File: src/rtl/ebt_pkg.sv
package ebt_pkg;

  localparam int TW_W = 7;  // widest phase count: 15 + 50

  typedef enum logic [1:0] {
    MODE_SRAM  = 2'd0,
    MODE_BURST = 2'd1,
    MODE_CARD  = 2'd2,
    MODE_ALT   = 2'd3
  } bus_mode_e;

  typedef enum logic [2:0] {
    ST_IDLE,
    ST_SETUP,
    ST_STROBE,
    ST_HOLD,
    ST_ACK
  } phase_e;

  typedef struct packed {
    logic [1:0]      setup;
    logic [TW_W-1:0] waits;
    logic [1:0]      hold;
    logic [3:0]      beat;
    logic            burst;
  } timing_t;

  function automatic logic [3:0] base_wait(input logic [2:0] code);
    case (code)
      3'd4:    base_wait = 4'd6;
      3'd5:    base_wait = 4'd9;
      3'd6:    base_wait = 4'd12;
      3'd7:    base_wait = 4'd15;
      default: base_wait = {1'b0, code};
    endcase
  endfunction

  function automatic logic [5:0] card_extra(input logic [1:0] code);
    case (code)
      2'd1:    card_extra = 6'd15;
      2'd2:    card_extra = 6'd30;
      2'd3:    card_extra = 6'd50;
      default: card_extra = 6'd0;
    endcase
  endfunction

endpackage

File: src/rtl/ebt_area_decode.sv
module ebt_area_decode #(
  parameter int ADDR_W   = 29,
  parameter int AREA_LSB = 26,
  parameter int AREA_W   = 3,
  parameter int AREA_ID  = 5
) (
  input  logic [ADDR_W-1:0] addr,
  output logic              hit
);
  localparam logic [AREA_W-1:0] ID = AREA_W'(AREA_ID);

  always_comb hit = (addr[AREA_LSB +: AREA_W] == ID);
endmodule

File: src/rtl/ebt_timing_calc.sv
module ebt_timing_calc
  import ebt_pkg::*;
(
  input  logic [1:0] cfg_mode,
  input  logic [2:0] cfg_wait_code,
  input  logic       cfg_setup,
  input  logic [1:0] cfg_hold,
  input  logic [1:0] cfg_card_setup,
  input  logic [1:0] cfg_card_hold,
  input  logic [1:0] cfg_card_wait,
  input  logic       is_write,
  output timing_t    tim
);
  logic [3:0] base;
  logic       card;

  always_comb begin
    base       = base_wait(cfg_wait_code);
    card       = (cfg_mode == MODE_CARD);
    tim.setup  = card ? cfg_card_setup : {1'b0, cfg_setup};
    tim.hold   = card ? cfg_card_hold : cfg_hold;
    tim.waits  = TW_W'(base) + (card ? TW_W'(card_extra(cfg_card_wait)) : TW_W'(0));
    tim.beat   = ((base > 4'd7) ? 4'd7 : base) + 4'd2;
    tim.burst  = (cfg_mode == MODE_BURST) && !is_write;
  end
endmodule

File: src/rtl/ebt_sequencer.sv
module ebt_sequencer
  import ebt_pkg::*;
#(
  parameter int ADDR_W   = 29,
  parameter int DATA_W   = 64,
  parameter int BEATS    = 4,
  parameter int AREA_LSB = 26,
  parameter int AREA_W   = 3,
  parameter int AREA_ID  = 5
) (
  input  logic                clk,
  input  logic                rst,
  input  logic                req_valid,
  input  logic                req_write,
  input  logic [ADDR_W-1:0]   req_addr,
  input  logic [DATA_W-1:0]   req_wdata,
  input  logic [DATA_W/8-1:0] req_be,
  input  logic                req_hit,
  input  timing_t             req_tim,
  input  logic                mem_ready_n,
  input  logic [DATA_W-1:0]   mem_rdata,
  output logic                mem_cs_n,
  output logic                mem_oe_n,
  output logic [DATA_W/8-1:0] mem_we_n,
  output logic [ADDR_W-1:0]   mem_addr,
  output logic [DATA_W-1:0]   mem_wdata,
  output logic                rd_valid,
  output logic [DATA_W-1:0]   rd_data,
  output logic                ack
);
  localparam int LANES  = DATA_W / 8;
  localparam int BCNT_W = $clog2(BEATS + 1);

  phase_e              state, nxt;
  logic [TW_W-1:0]     cnt, cnt_nxt;
  timing_t             tim_q;
  logic                wr_q;
  logic [LANES-1:0]    be_q;
  logic [BCNT_W-1:0]   beats_left;
  logic                capture, advance, accept;
  logic                nwr;
  logic [LANES-1:0]    nbe;

  always_comb begin
    nxt     = state;
    cnt_nxt = cnt;
    capture = 1'b0;
    advance = 1'b0;
    accept  = (state == ST_IDLE) && req_valid;
    case (state)
      ST_IDLE: if (req_valid) begin
        if (!req_hit) nxt = ST_ACK;
        else if (req_tim.setup != 2'd0) begin
          nxt     = ST_SETUP;
          cnt_nxt = TW_W'(req_tim.setup) - TW_W'(1);
        end else begin
          nxt     = ST_STROBE;
          cnt_nxt = req_tim.waits;
        end
      end
      ST_SETUP: begin
        if (cnt == '0) begin
          nxt     = ST_STROBE;
          cnt_nxt = tim_q.waits;
        end else cnt_nxt = cnt - TW_W'(1);
      end
      ST_STROBE: begin
        if (cnt != '0) cnt_nxt = cnt - TW_W'(1);
        else if (!mem_ready_n) begin
          capture = !wr_q;
          if (tim_q.burst && beats_left != '0) begin
            advance = 1'b1;
            cnt_nxt = TW_W'(tim_q.beat) - TW_W'(1);
          end else if (tim_q.hold != 2'd0) begin
            nxt     = ST_HOLD;
            cnt_nxt = TW_W'(tim_q.hold) - TW_W'(1);
          end else nxt = ST_ACK;
        end
      end
      ST_HOLD: begin
        if (cnt == '0) nxt = ST_ACK;
        else cnt_nxt = cnt - TW_W'(1);
      end
      default: nxt = ST_IDLE;
    endcase
    nwr = accept ? req_write : wr_q;
    nbe = accept ? req_be : be_q;
  end

  always_ff @(posedge clk) begin
    if (rst) begin
      state      <= ST_IDLE;
      cnt        <= '0;
      tim_q      <= '0;
      wr_q       <= 1'b0;
      be_q       <= '0;
      beats_left <= '0;
      mem_cs_n   <= 1'b1;
      mem_oe_n   <= 1'b1;
      mem_we_n   <= '1;
      mem_addr   <= '0;
      mem_wdata  <= '0;
      rd_valid   <= 1'b0;
      rd_data    <= '0;
      ack        <= 1'b0;
    end else begin
      state <= nxt;
      cnt   <= cnt_nxt;
      if (accept) begin
        tim_q      <= req_tim;
        wr_q       <= req_write;
        be_q       <= req_be;
        mem_addr   <= req_addr;
        mem_wdata  <= req_wdata;
        beats_left <= BCNT_W'(BEATS - 1);
      end
      if (advance) begin
        mem_addr   <= mem_addr + ADDR_W'(LANES);
        beats_left <= beats_left - BCNT_W'(1);
      end
      mem_cs_n <= !(nxt == ST_SETUP || nxt == ST_STROBE || nxt == ST_HOLD);
      mem_oe_n <= !(nxt == ST_STROBE && !nwr);
      mem_we_n <= (nxt == ST_STROBE && nwr) ? ~nbe : '1;
      ack      <= (nxt == ST_ACK);
      rd_valid <= capture;
      if (capture) rd_data <= mem_rdata;
    end
  end

  // acknowledge lasts a single cycle
  a_r9_ack_single: assert property (@(posedge clk) disable iff (rst)
    ack |=> !ack);

  // chip select already released in the acknowledge cycle
  a_r9_ack_cs_released: assert property (@(posedge clk) disable iff (rst)
    ack |-> mem_cs_n);

  // read and write strobes never overlap
  a_r6_strobes_exclusive: assert property (@(posedge clk) disable iff (rst)
    !(!mem_oe_n && (mem_we_n != '1)));

  // any strobe lies inside chip select
  a_r6_strobe_in_cs: assert property (@(posedge clk) disable iff (rst)
    (!mem_oe_n || (mem_we_n != '1)) |-> !mem_cs_n);

  // chip select only for addresses inside the region
  a_r1_cs_in_area: assert property (@(posedge clk) disable iff (rst)
    !mem_cs_n |-> (mem_addr[AREA_LSB +: AREA_W] == AREA_W'(AREA_ID)));

  // ready high at the closing strobe cycle keeps the strobe going
  a_r5_ready_extends: assert property (@(posedge clk) disable iff (rst)
    (state == ST_STROBE && cnt == '0 && mem_ready_n)
      |=> (state == ST_STROBE && $stable(mem_addr) && !mem_cs_n));

endmodule

File: src/rtl/ext_bus_timer.sv
module ext_bus_timer
  import ebt_pkg::*;
#(
  parameter int ADDR_W   = 29,
  parameter int DATA_W   = 64,
  parameter int BEATS    = 4,
  parameter int AREA_LSB = 26,
  parameter int AREA_W   = 3,
  parameter int AREA_ID  = 5
) (
  input  logic                clk,
  input  logic                rst,
  input  logic                req_valid,
  input  logic                req_write,
  input  logic [ADDR_W-1:0]   req_addr,
  input  logic [DATA_W-1:0]   req_wdata,
  input  logic [DATA_W/8-1:0] req_be,
  input  logic [1:0]          cfg_mode,
  input  logic [2:0]          cfg_wait_code,
  input  logic                cfg_setup,
  input  logic [1:0]          cfg_hold,
  input  logic [1:0]          cfg_card_setup,
  input  logic [1:0]          cfg_card_hold,
  input  logic [1:0]          cfg_card_wait,
  input  logic                mem_ready_n,
  input  logic [DATA_W-1:0]   mem_rdata,
  output logic                mem_cs_n,
  output logic                mem_oe_n,
  output logic [DATA_W/8-1:0] mem_we_n,
  output logic [ADDR_W-1:0]   mem_addr,
  output logic [DATA_W-1:0]   mem_wdata,
  output logic                rd_valid,
  output logic [DATA_W-1:0]   rd_data,
  output logic                ack
);
  logic    hit;
  timing_t tim;

  ebt_area_decode #(
    .ADDR_W(ADDR_W), .AREA_LSB(AREA_LSB), .AREA_W(AREA_W), .AREA_ID(AREA_ID)
  ) i_decode (
    .addr(req_addr),
    .hit (hit)
  );

  ebt_timing_calc i_calc (
    .cfg_mode      (cfg_mode),
    .cfg_wait_code (cfg_wait_code),
    .cfg_setup     (cfg_setup),
    .cfg_hold      (cfg_hold),
    .cfg_card_setup(cfg_card_setup),
    .cfg_card_hold (cfg_card_hold),
    .cfg_card_wait (cfg_card_wait),
    .is_write      (req_write),
    .tim           (tim)
  );

  ebt_sequencer #(
    .ADDR_W(ADDR_W), .DATA_W(DATA_W), .BEATS(BEATS),
    .AREA_LSB(AREA_LSB), .AREA_W(AREA_W), .AREA_ID(AREA_ID)
  ) i_seq (
    .clk        (clk),
    .rst        (rst),
    .req_valid  (req_valid),
    .req_write  (req_write),
    .req_addr   (req_addr),
    .req_wdata  (req_wdata),
    .req_be     (req_be),
    .req_hit    (hit),
    .req_tim    (tim),
    .mem_ready_n(mem_ready_n),
    .mem_rdata  (mem_rdata),
    .mem_cs_n   (mem_cs_n),
    .mem_oe_n   (mem_oe_n),
    .mem_we_n   (mem_we_n),
    .mem_addr   (mem_addr),
    .mem_wdata  (mem_wdata),
    .rd_valid   (rd_valid),
    .rd_data    (rd_data),
    .ack        (ack)
  );
endmodule

File: config.mk
export PLATFORM = sky130hd
export DESIGN_NAME = ext_bus_timer
export DESIGN_NICKNAME = d
export VERILOG_FILES = /design/src/rtl/ebt_pkg.sv /design/src/rtl/ebt_area_decode.sv /design/src/rtl/ebt_timing_calc.sv /design/src/rtl/ebt_sequencer.sv /design/src/rtl/ext_bus_timer.sv
export SDC_FILE = /design/constraint.sdc
export NUM_CORES = 1
export LEC_CHECK = 0
export BUFFER_PORTS_ARGS = -buffer_cell sky130_fd_sc_hd__buf_2
export CELL_PAD_IN_SITES_DETAIL_PLACEMENT = 1
export CELL_PAD_IN_SITES_GLOBAL_PLACEMENT = 2
export CORE_AREA = 2 2 179 199
export DETAILED_ROUTE_END_ITERATION = 16
export DIE_AREA = 0 0 181 201
export PLACE_DENSITY = 0.76
export SYNTH_ARGS = -nofsm -noshare
export SYNTH_HDL_FRONTEND = slang
export SYNTH_SLANG_ARGS = --single-unit
File: constraint.sdc
create_clock -name clk -period 3.59 [get_ports clk]
set_input_delay 0.718 -clock clk [delete_from_list [all_inputs] [get_ports clk]]
set_output_delay 0.718 -clock clk [all_outputs]
set_load 0.1 [all_outputs]
==> flow_metrics.tcl, run 1 <==
set metrics [dict create \
    status "complete, no violations" \
    drive_gt1_share_pct 29.7 \
    p_leak_nw 5.02 \
    grt_use_total_pct 16.8 \
    grt_max_degree 103 \
    setup_viol 0 \
    max_slew.worst_pin.slew_ps 1000 \
    grt_pass1_vias 9213 \
    cts_max_level 1 \
    crit_path_start "i_seq.cnt[0]" \
    routed_via_density 4.82 \
    reg2reg_to "i_seq.rd_data[49]" \
    num_rows 72 \
    wl_per_cell_um 16.8 \
    dr_total_vias 9138 \
    dr.pass1.iters 4 \
    reg2reg_slack_ps 720 \
    peakVddDrop_mv 0.316 \
    path_max_fanout 65 \
    reg2reg_depth 8 \
    drc_errors 0 \
    min_period_ps 2870 \
    critPathArrivalTime_ps 3250 \
    switching_share_pct 33.7 \
    rsz0062_at_grt "no" \
    fin_tns_setup_ps 0 \
    fmax_mhz 348 \
    grt_overflow 0 \
    maxCapViolCount 0 \
    yosysWarnings 0 \
    dieArea_um2 36400 \
    p_clk_share_pct 39.5 \
    endpoint "i_seq.rd_data[49]" \
    power.switching_mw 2.09 \
    r2r-start "i_seq.cnt[0]" \
    cts_resized 0 \
    final_cell_mix "351 x buf_2, 327 x nand2_1, 205 x dfxtp_1" \
    crit_path_end_kind "flop" \
    avgSynthCellArea_um2 7.90 \
    combPwrFrac_pct 20.8 \
    worstSetupPathType "reg -> reg" \
    ys_seq_area_share_pct 46.4 \
    p_int_mw 4.11 \
    synth-edff-count 0 \
    hold_slack_ps 410 \
    drt-total-wl_um 31900 \
    dp_hpwl_um 22300 \
    ant_nets 0 \
    path_clk_slew_ps 60 \
    synth-simple-area-share_pct 24.6 \
    synth_ff_type "dfxtp_1" \
    clockRootBuffer "clkbuf_16" \
    synth_top_family_by_area "simple AND/OR/NAND/NOR gates" \
    port_buffers 352 \
    period_share_pct 80.0 \
    final_common_cell "buf_2" \
    synth_compound_area_share_pct 19.8 \
    die_h_um 201 \
    clkSinkCount 205 \
    cts_buffers 25 \
    pwr_density_cell_nw_per_um2 527 \
    clockBufferDepth 3 \
    clk_latency_ps 540 \
    cts_tree "done" \
    hold_viol 0 \
    ys_ff_latch 205 \
    muxShareOfSynthArea_pct 0.579 \
    cts_setup_buffers 0 \
    die_x_um 181 \
    async_flop_share_pct 0 \
    initial_core_util_pct 25.6 \
    crit_required_ps 3970 \
    syn_nets 1323 \
    grt_pass1_wl_um 50200 \
    syn_to_final_growth_pct 32.9 \
    syn_area_um2 8850 \
    synthDistinctLibCells 68 \
    synthAdderAreaFrac_pct 2.63 \
    place.gp.congestion 0.816 \
    ioPinCount 353 \
    slew_violations 0 \
    synth-xor-area-share_pct 0.989 \
    syn_inst 1121 \
    max-slew-margin-rel_pct 33.3 \
    cts_hold_buf 0 \
    hold_path.class "in -> reg" \
    coreArea_um2 34600 \
    nets 1634 \
    antenna_found_initial 2 \
    worst_setup_path_start_kind "flop" \
    seq_power_share_pct 39.8 \
    drtIter0Drc 342 \
    clock_skew_ps 26.9 \
]
[final cells by class]
type | count | area [µm²]
tap | 444 | 556
clock inverter | 12 | 91.3
sequential | 205 | 4100
fill | 4338 | 22800
timing repair buffer | 365 | 1920
antenna | 1 | 2.50
multi-input combinational | 814 | 4320
inverter | 21 | 78.8
clock buffer | 34 | 699
[through the flow]
stage | std cells | power (mW) | util, % | cell area (µm²) | setup WS (ps)
after floorplan | 1121 | 3.47 | - | 8850 | 408
after global placement | 1849 | 3.80 | 31.7 | 11000 | 593
after detailed placement | 1849 | 3.81 | 31.7 | 11000 | 567
after CTS | 1895 | 6.32 | 34.0 | 11800 | 714
after global routing | 1895 | 6.50 | 34.0 | 11800 | 561
final | 1896 | 6.20 | 34.0 | 11800 | 718
[worst max-delay path, cell delays in order (launching register included)]
cell and delay (ps):
dfxtp_1 310, inv_1 120, ha_1 230, or3b_2 500, or3_1 500, or3_2 450
buf_4 350, nand2_1 160, a21oi_1 70
[cell families (layout without fill, tap and decap cells)]
group / after synthesis / count (layout)
other: 0 / 1
buffers and inverters: 102 / 432
AOI/OAI and AO/OA: 292 / 292
adders and majority gates: 18 / 18
muxes: 5 / 5
DFF: 205 / 205
xor gates and xnor gates: 10 / 10
and+or+nand+nor: 489 / 489
[cells in the mapped netlist (7+ instances only)]
cell        n  area, µm²
dfxtp_1   205       4100
nor2_1     37        139
o21ai_0    15       75.1
or3_1      10       62.6
nor3_1     13       65.1
a31oi_1    20        125
buf_2      12       60.1
nand4_1    16        100
a21boi_0    9       67.6
inv_1      21       78.8
o311ai_0    7       61.3
nand3_1    25        125
a21oi_1   173        866
ha_1       17        213
o211ai_1    7       52.6
nand2_1   328       1230
clkbuf_1   57        214
a211oi_1   10       75.1
buf_4       8       60.1
o21a_1      7       52.6
[power groups by stage]
stage               Clock [mW]  Sequential [mW]  Combinational, mW
floorplan                    0             3.07              0.402
global placement             0             2.51               1.29
detailed placement           0             2.51               1.30
CTS                       2.56             2.47               1.30
global route              2.64             2.48               1.38
finish                    2.45             2.47               1.29
[flip-flops by register name (all words and copies together), names as in the netlist]
register	count
i_seq.ack	1
i_seq.rd_valid	1
i_seq.mem_cs_n	1
i_seq.beats_left	3
i_seq.be_q	8
i_seq.mem_addr	29
i_seq.mem_we_n	8
i_seq.mem_oe_n	1
i_seq.cnt	7
i_seq.tim_q	14
i_seq.state	3
i_seq.mem_wdata	64
i_seq.wr_q	1
i_seq.rd_data	64
[layer usage]
layer | wire [µm] | global-route usage, % | vias to the layer above
met3 | 2560 | 4.81 | 49
met1 | 13400 | 20.4 | 4309
met4 | 643 | 4.01 | 4
li1 | - | - | 4475
met5 | 22 | 0 | -
met2 | 15300 | 29.1 | 301
[how the worst min path moves through the flow]
stage	from	end	slack [ps]	cells after the start
6_report	req_wdata[9]	i_seq.mem_wdata[9]	410	3
5_1_grt	req_wdata[39]	i_seq.mem_wdata[39]	400	3
4_1_cts	req_wdata[62]	i_seq.mem_wdata[62]	380	3
3_5_place_dp	i_seq.mem_wdata[1]	i_seq.mem_wdata[1]	450	2
3_3_place_gp	i_seq.mem_addr[0]	i_seq.mem_addr[0]	440	2
2_1_floorplan	i_seq.tim_q[7]	i_seq.tim_q[7]	440	2
Power figures use the tool's default switching activity.
==> run 2: changes to the inputs <==
clock period = 2.8 ns   (was 3.59 ns; I/O delays follow)
==> flow_metrics.tcl, run 2 (synthesis results as in run 1) <==
set metrics [dict create \
    clockBufferDepth 3 \
    cts_max_level 1 \
    die_x_um 181 \
    clk_latency_ps 530 \
    fmax_mhz 391 \
    num_rows 72 \
    nets 1657 \
    drt-total-wl_um 32000 \
    reg2reg_depth 7 \
    path_max_fanout 10 \
    dp_hpwl_um 23000 \
    p_leak_nw 5.15 \
    pwr_density_cell_nw_per_um2 676 \
    max_slew.worst_pin.slew_ps 898 \
    reg2reg_slack_ps 240 \
    cts_setup_buffers 0 \
    clockRootBuffer "clkbuf_16" \
    setup_slack_ps 244 \
    worst_setup_path_start_kind "flop" \
    initial_core_util_pct 25.6 \
    dr_total_vias 9149 \
    antenna_found_initial 2 \
    power.switching_mw 2.66 \
    drtIter0Drc 314 \
    place.gp.congestion 0.824 \
    final_common_cell "buf_2" \
    wl_per_cell_um 16.7 \
    crit_path_max_incr_delay_ps 720 \
    hp-start "req_wdata[11]" \
    cts_buffers 25 \
    multi_input_area_um2 4320 \
    hold_path.class "in -> reg" \
    drc_errors 0 \
    max-slew-margin-rel_pct 40.2 \
    crit_path_start "i_seq.cnt[0]" \
    endpoint "i_seq.mem_addr[23]" \
    cts_hold_buf 0 \
    r2r-start "i_seq.cnt[0]" \
    min_period_ps 2560 \
    hold_viol 0 \
    period_share_pct 91.3 \
    combPwrFrac_pct 20.8 \
    reg2reg_to "i_seq.mem_addr[23]" \
    ant_nets 0 \
    clkSinkCount 205 \
    crit_top_cell "or4_1" \
    cp_slowest_cell "or4_1" \
    cts_tree "done" \
    clock_skew_ps 14.6 \
    maxCapViolCount 0 \
    reg.largest.list "i_seq.mem_wdata: 64 flops, i_seq.rd_data: 64 flops, i_seq.mem_addr: 29 flops" \
    cts_resized 0 \
    p_int_mw 5.45 \
    seq_power_share_pct 39.0 \
    crit_required_ps 3250 \
    rsz0062_at_grt "no" \
    dieArea_um2 36400 \
    status "complete, no violations" \
    coreArea_um2 34600 \
    fin_tns_setup_ps 0 \
    post-place-ws_ps 67.2 \
    grt_max_degree 110 \
    dr.pass1.iters 4 \
    routed_via_density 4.77 \
    fill_cells 4309 \
    crit_path_end_kind "flop" \
    register_area_um2 4110 \
    cp_cell_sequence "inv_1 -> ha_1 -> nor3b_2 -> nand3_2 -> or4_1 -> or4_1 -> a31oi_1" \
    critPathArrivalTime_ps 3010 \
    worstSetupPathType "reg -> reg" \
    drive_gt1_share_pct 31.1 \
    syn_to_final_growth_pct 35.5 \
    slew_violations 0 \
    path_clk_slew_ps 60 \
    ioPinCount 353 \
    grt_pass1_vias 9301 \
    grt_overflow 0 \
    power_mw 8.11 \
    peakVddDrop_mv 0.379 \
    setup_viol 0 \
    final_cell_mix "351 x buf_2, 327 x nand2_1, 197 x dfxtp_1" \
    port_buffers 352 \
    switching_share_pct 32.8 \
    p_clk_share_pct 40.2 \
    grt_pass1_wl_um 49900 \
    die_h_um 201 \
    grt_use_total_pct 16.7 \
]
## run 2: cell types whose count changed in the layout (fill, tap and decap cells not counted), sizes merged
cell	change
diode	+1
clkinv	-4
clkinvlp	-1
bufinv	+2
buf	+23
## run 2: per-layer routing
metal,up-vias,global-route usage (%),part of all wire [%]
met3,46,4.63,7.1
li1,4532,-,-
met5,-,0,0.034
met2,275,29.4,48
met1,4294,19.8,42
met4,2,4.70,2.3
## run 2: worst min-delay path by stage
stage	endpoint	slack [ps]	cells after the start
global route	i_seq.rd_data[30]	240	3
floorplan	i_seq.tim_q[7]	440	2
detailed placement	i_seq.rd_data[12]	440	2
CTS	i_seq.mem_wdata[60]	230	3
global placement	i_seq.mem_addr[1]	440	2
finish	i_seq.mem_wdata[11]	260	3
## run 2: power groups by stage
| stage | Sequential [mW] | Clock (mW) | Combinational, mW |
|---|---|---|---|
| after floorplan | 3.94 | 0 | 0.516 |
| after global placement | 3.22 | 0 | 1.68 |
| after detailed placement | 3.23 | 0 | 1.70 |
| after CTS | 3.16 | 3.38 | 1.70 |
| after global routing | 3.18 | 3.51 | 1.80 |
| final | 3.16 | 3.26 | 1.68 |
## run 2: critical path, delay by kind of cell (launching register included)
kind / cells / cell delay [ps]
DFF: 1 / 300
adders and majority gates: 1 / 220
buffers and inverters: 1 / 110
and+or+nand+nor: 4 / 1660
AOI/OAI and AO/OA: 1 / 170
## run 2: layout make-up
class	count	area share [%]
Antenna cell	2	0.0417
Clock buffer	34	5.75
Clock inverter	9	1.03
Inverter	21	0.657
Multi-Input combinational cell	814	36.0
Sequential cell	205	34.3
Tap cell	444	4.63
Timing Repair Buffer	388	17.6
## run 2: per-stage QoR
stage	std cells	cell area (µm²)	utilization, %	hold WS, ps
2_1_floorplan	1121	8860	-	436
3_3_place_gp	1872	11200	32.3	435
4_1_cts	1915	12000	34.7	229
3_5_place_dp	1872	11200	32.3	443
5_1_grt	1916	12000	34.7	240
6_report	1917	12000	34.7	260
==> run 3: changes to the inputs <==
CELL_PAD_IN_SITES_DETAIL_PLACEMENT = default   (was 1)
CELL_PAD_IN_SITES_GLOBAL_PLACEMENT = default   (was 2)
CORE_AREA = 8 8 143 159   (was 2 2 179 199)
DIE_AREA = 0 0 151 167   (was 0 0 181 201)
PLACE_DENSITY = 0.72   (was 0.76)
==> flow_metrics.tcl, run 3 (synthesis results as in run 1) <==
set metrics [dict create \
    status "complete, no violations" \
    clock_skew_ps 14.6 \
    use_met1_pct 25.0 \
    cts_setup_buffers 0 \
    max_slew.worst_pin.slew_ps 873 \
    peakVddDrop_mv 0.494 \
    cts_hold_buf 0 \
    crit_required_ps 3170 \
    dp_hpwl_um 21300 \
    grt_pass1_wl_um 45100 \
    syn_to_final_growth_pct 31.2 \
    pwr_density_cell_nw_per_um2 679 \
    drc_errors 0 \
    worstSetupPathType "reg -> reg" \
    hold_path.class "in -> reg" \
    slew_violations 0 \
    use_met3_pct 6.56 \
    hold_slack_ps 282 \
    die_x_um 151 \
    wl_per_cell_um 16.8 \
    clk_latency_ps 510 \
    cts_tree "done" \
    ioPinCount 353 \
    final_common_cell "buf_2" \
    clkSinkCount 205 \
    cts_buffers 23 \
    grt_use_total_pct 21.6 \
    drtIter0Drc 532 \
    ant_nets 0 \
    grt_overflow 0 \
    fmax_mhz 383 \
    final_cell_mix "351 x buf_2, 327 x nand2_1, 197 x dfxtp_1" \
    drt-total-wl_um 28900 \
    grt-busiest-layer "met2" \
    nets 1644 \
    clockRootBuffer "clkbuf_16" \
    setup_viol 0 \
    path_max_fanout 65 \
    dr_total_vias 9068 \
    met2_usage_pct 37.0 \
    die_h_um 167 \
    min_period_ps 2610 \
    place.gp.congestion 0.856 \
    routed_via_density 5.28 \
    hold_viol 0 \
    period_share_pct 93.1 \
    max-slew-margin-rel_pct 41.8 \
    antenna_found_initial 5 \
    maxCapViolCount 0 \
    p_leak_nw 5.07 \
    drive_gt1_share_pct 30.8 \
    rsz0062_at_grt "no" \
    path_clk_slew_ps 60 \
    clockBufferDepth 3 \
    port_buffers 352 \
    cts_resized 0 \
    num_rows 55 \
    reg.largest.list "i_seq.mem_wdata: 64 flops, i_seq.rd_data: 64 flops, i_seq.mem_addr: 29 flops" \
    grt_max_degree 104 \
    fin_tns_setup_ps 0 \
    dr.pass1.iters 5 \
    worst_setup_path_start_kind "flop" \
    coreArea_um2 20100 \
    dieArea_um2 25200 \
    cts_max_level 1 \
    grt_pass1_vias 8743 \
    initial_core_util_pct 44.1 \
    critPathArrivalTime_ps 2980 \
    crit_path_end_kind "flop" \
    postLayoutCoreUtil_pct 57.8 \
]
run 3: cell types whose count changed in the layout (fill, tap and decap cells not counted):
cell | previous run | this run
nor3_2 | 1 | 2
buf_12 | 6 | 4
clkbuf_1 | 6 | 4
clkbuf_16 | 25 | 23
nor3_1 | 13 | 12
diode_2 | 2 | 3
clkinv_2 | 5 | 8
buf_4 | 30 | 21
run 3: where the power goes:
part	leakage (nW)	total (mW)	switching, mW	internal (mW)
registers	1.68	3.16	0.101	3.06
clock network	0.388	3.09	1.22	1.87
logic	3.01	1.64	1.25	0.388
total	5.07	7.88	2.57	5.31
run 3: routing by layer:
metal	vias to the layer above	wire length [µm]
met1	4141	11400
met2	380	13900
met4	4	622
met3	40	2990
met5	-	22
li1	4503	-
run 3: path summary, 6_finish.rpt:
check | from | slack, ps | endpoint | cells past startpoint
worst max-delay path | i_seq.cnt[0] | 190 | i_seq.rd_data[14] | 8
worst min-delay path | req_wdata[12] | 280 | i_seq.mem_wdata[12] | 3
worst max register to register | i_seq.cnt[0] | 190 | i_seq.rd_data[14] | 8
worst min register to register | i_seq.mem_wdata[1] | 450 | i_seq.mem_wdata[1] | 2
run 3: area by class of cell:
type / count / area (µm²)
tap: 256 / 320
clock buffer: 30 / 632
inverter: 21 / 78.8
multi-input combinational: 814 / 4320
clock inverter: 12 / 139
fill: 1856 / 8480
timing repair buffer: 377 / 2010
antenna: 3 / 7.51
sequential: 205 / 4110
run 3: stage by stage:
| step | setup slack, ps | cell area, µm² | std cells | total power [mW] |
|---|---|---|---|---|
| finish | 192 | 11600 | 1718 | 7.88 |
| global route | 99.1 | 11600 | 1718 | 8.21 |
| CTS | 165 | 11600 | 1715 | 7.96 |
| detailed placement | 77.6 | 10800 | 1673 | 4.86 |
| global placement | 188 | 10800 | 1673 | 4.84 |
| floorplan | 5.75 | 8860 | 1121 | 4.45 |
run 3: worst max-delay path: stages, from the launching register on:
cell and delay (ps):
dfxtp_1 310, inv_1 110, ha_1 210, or3b_2 500, or3_1 440, or3_2 470, buf_12 220, nand2_1 100
a21oi_1 70
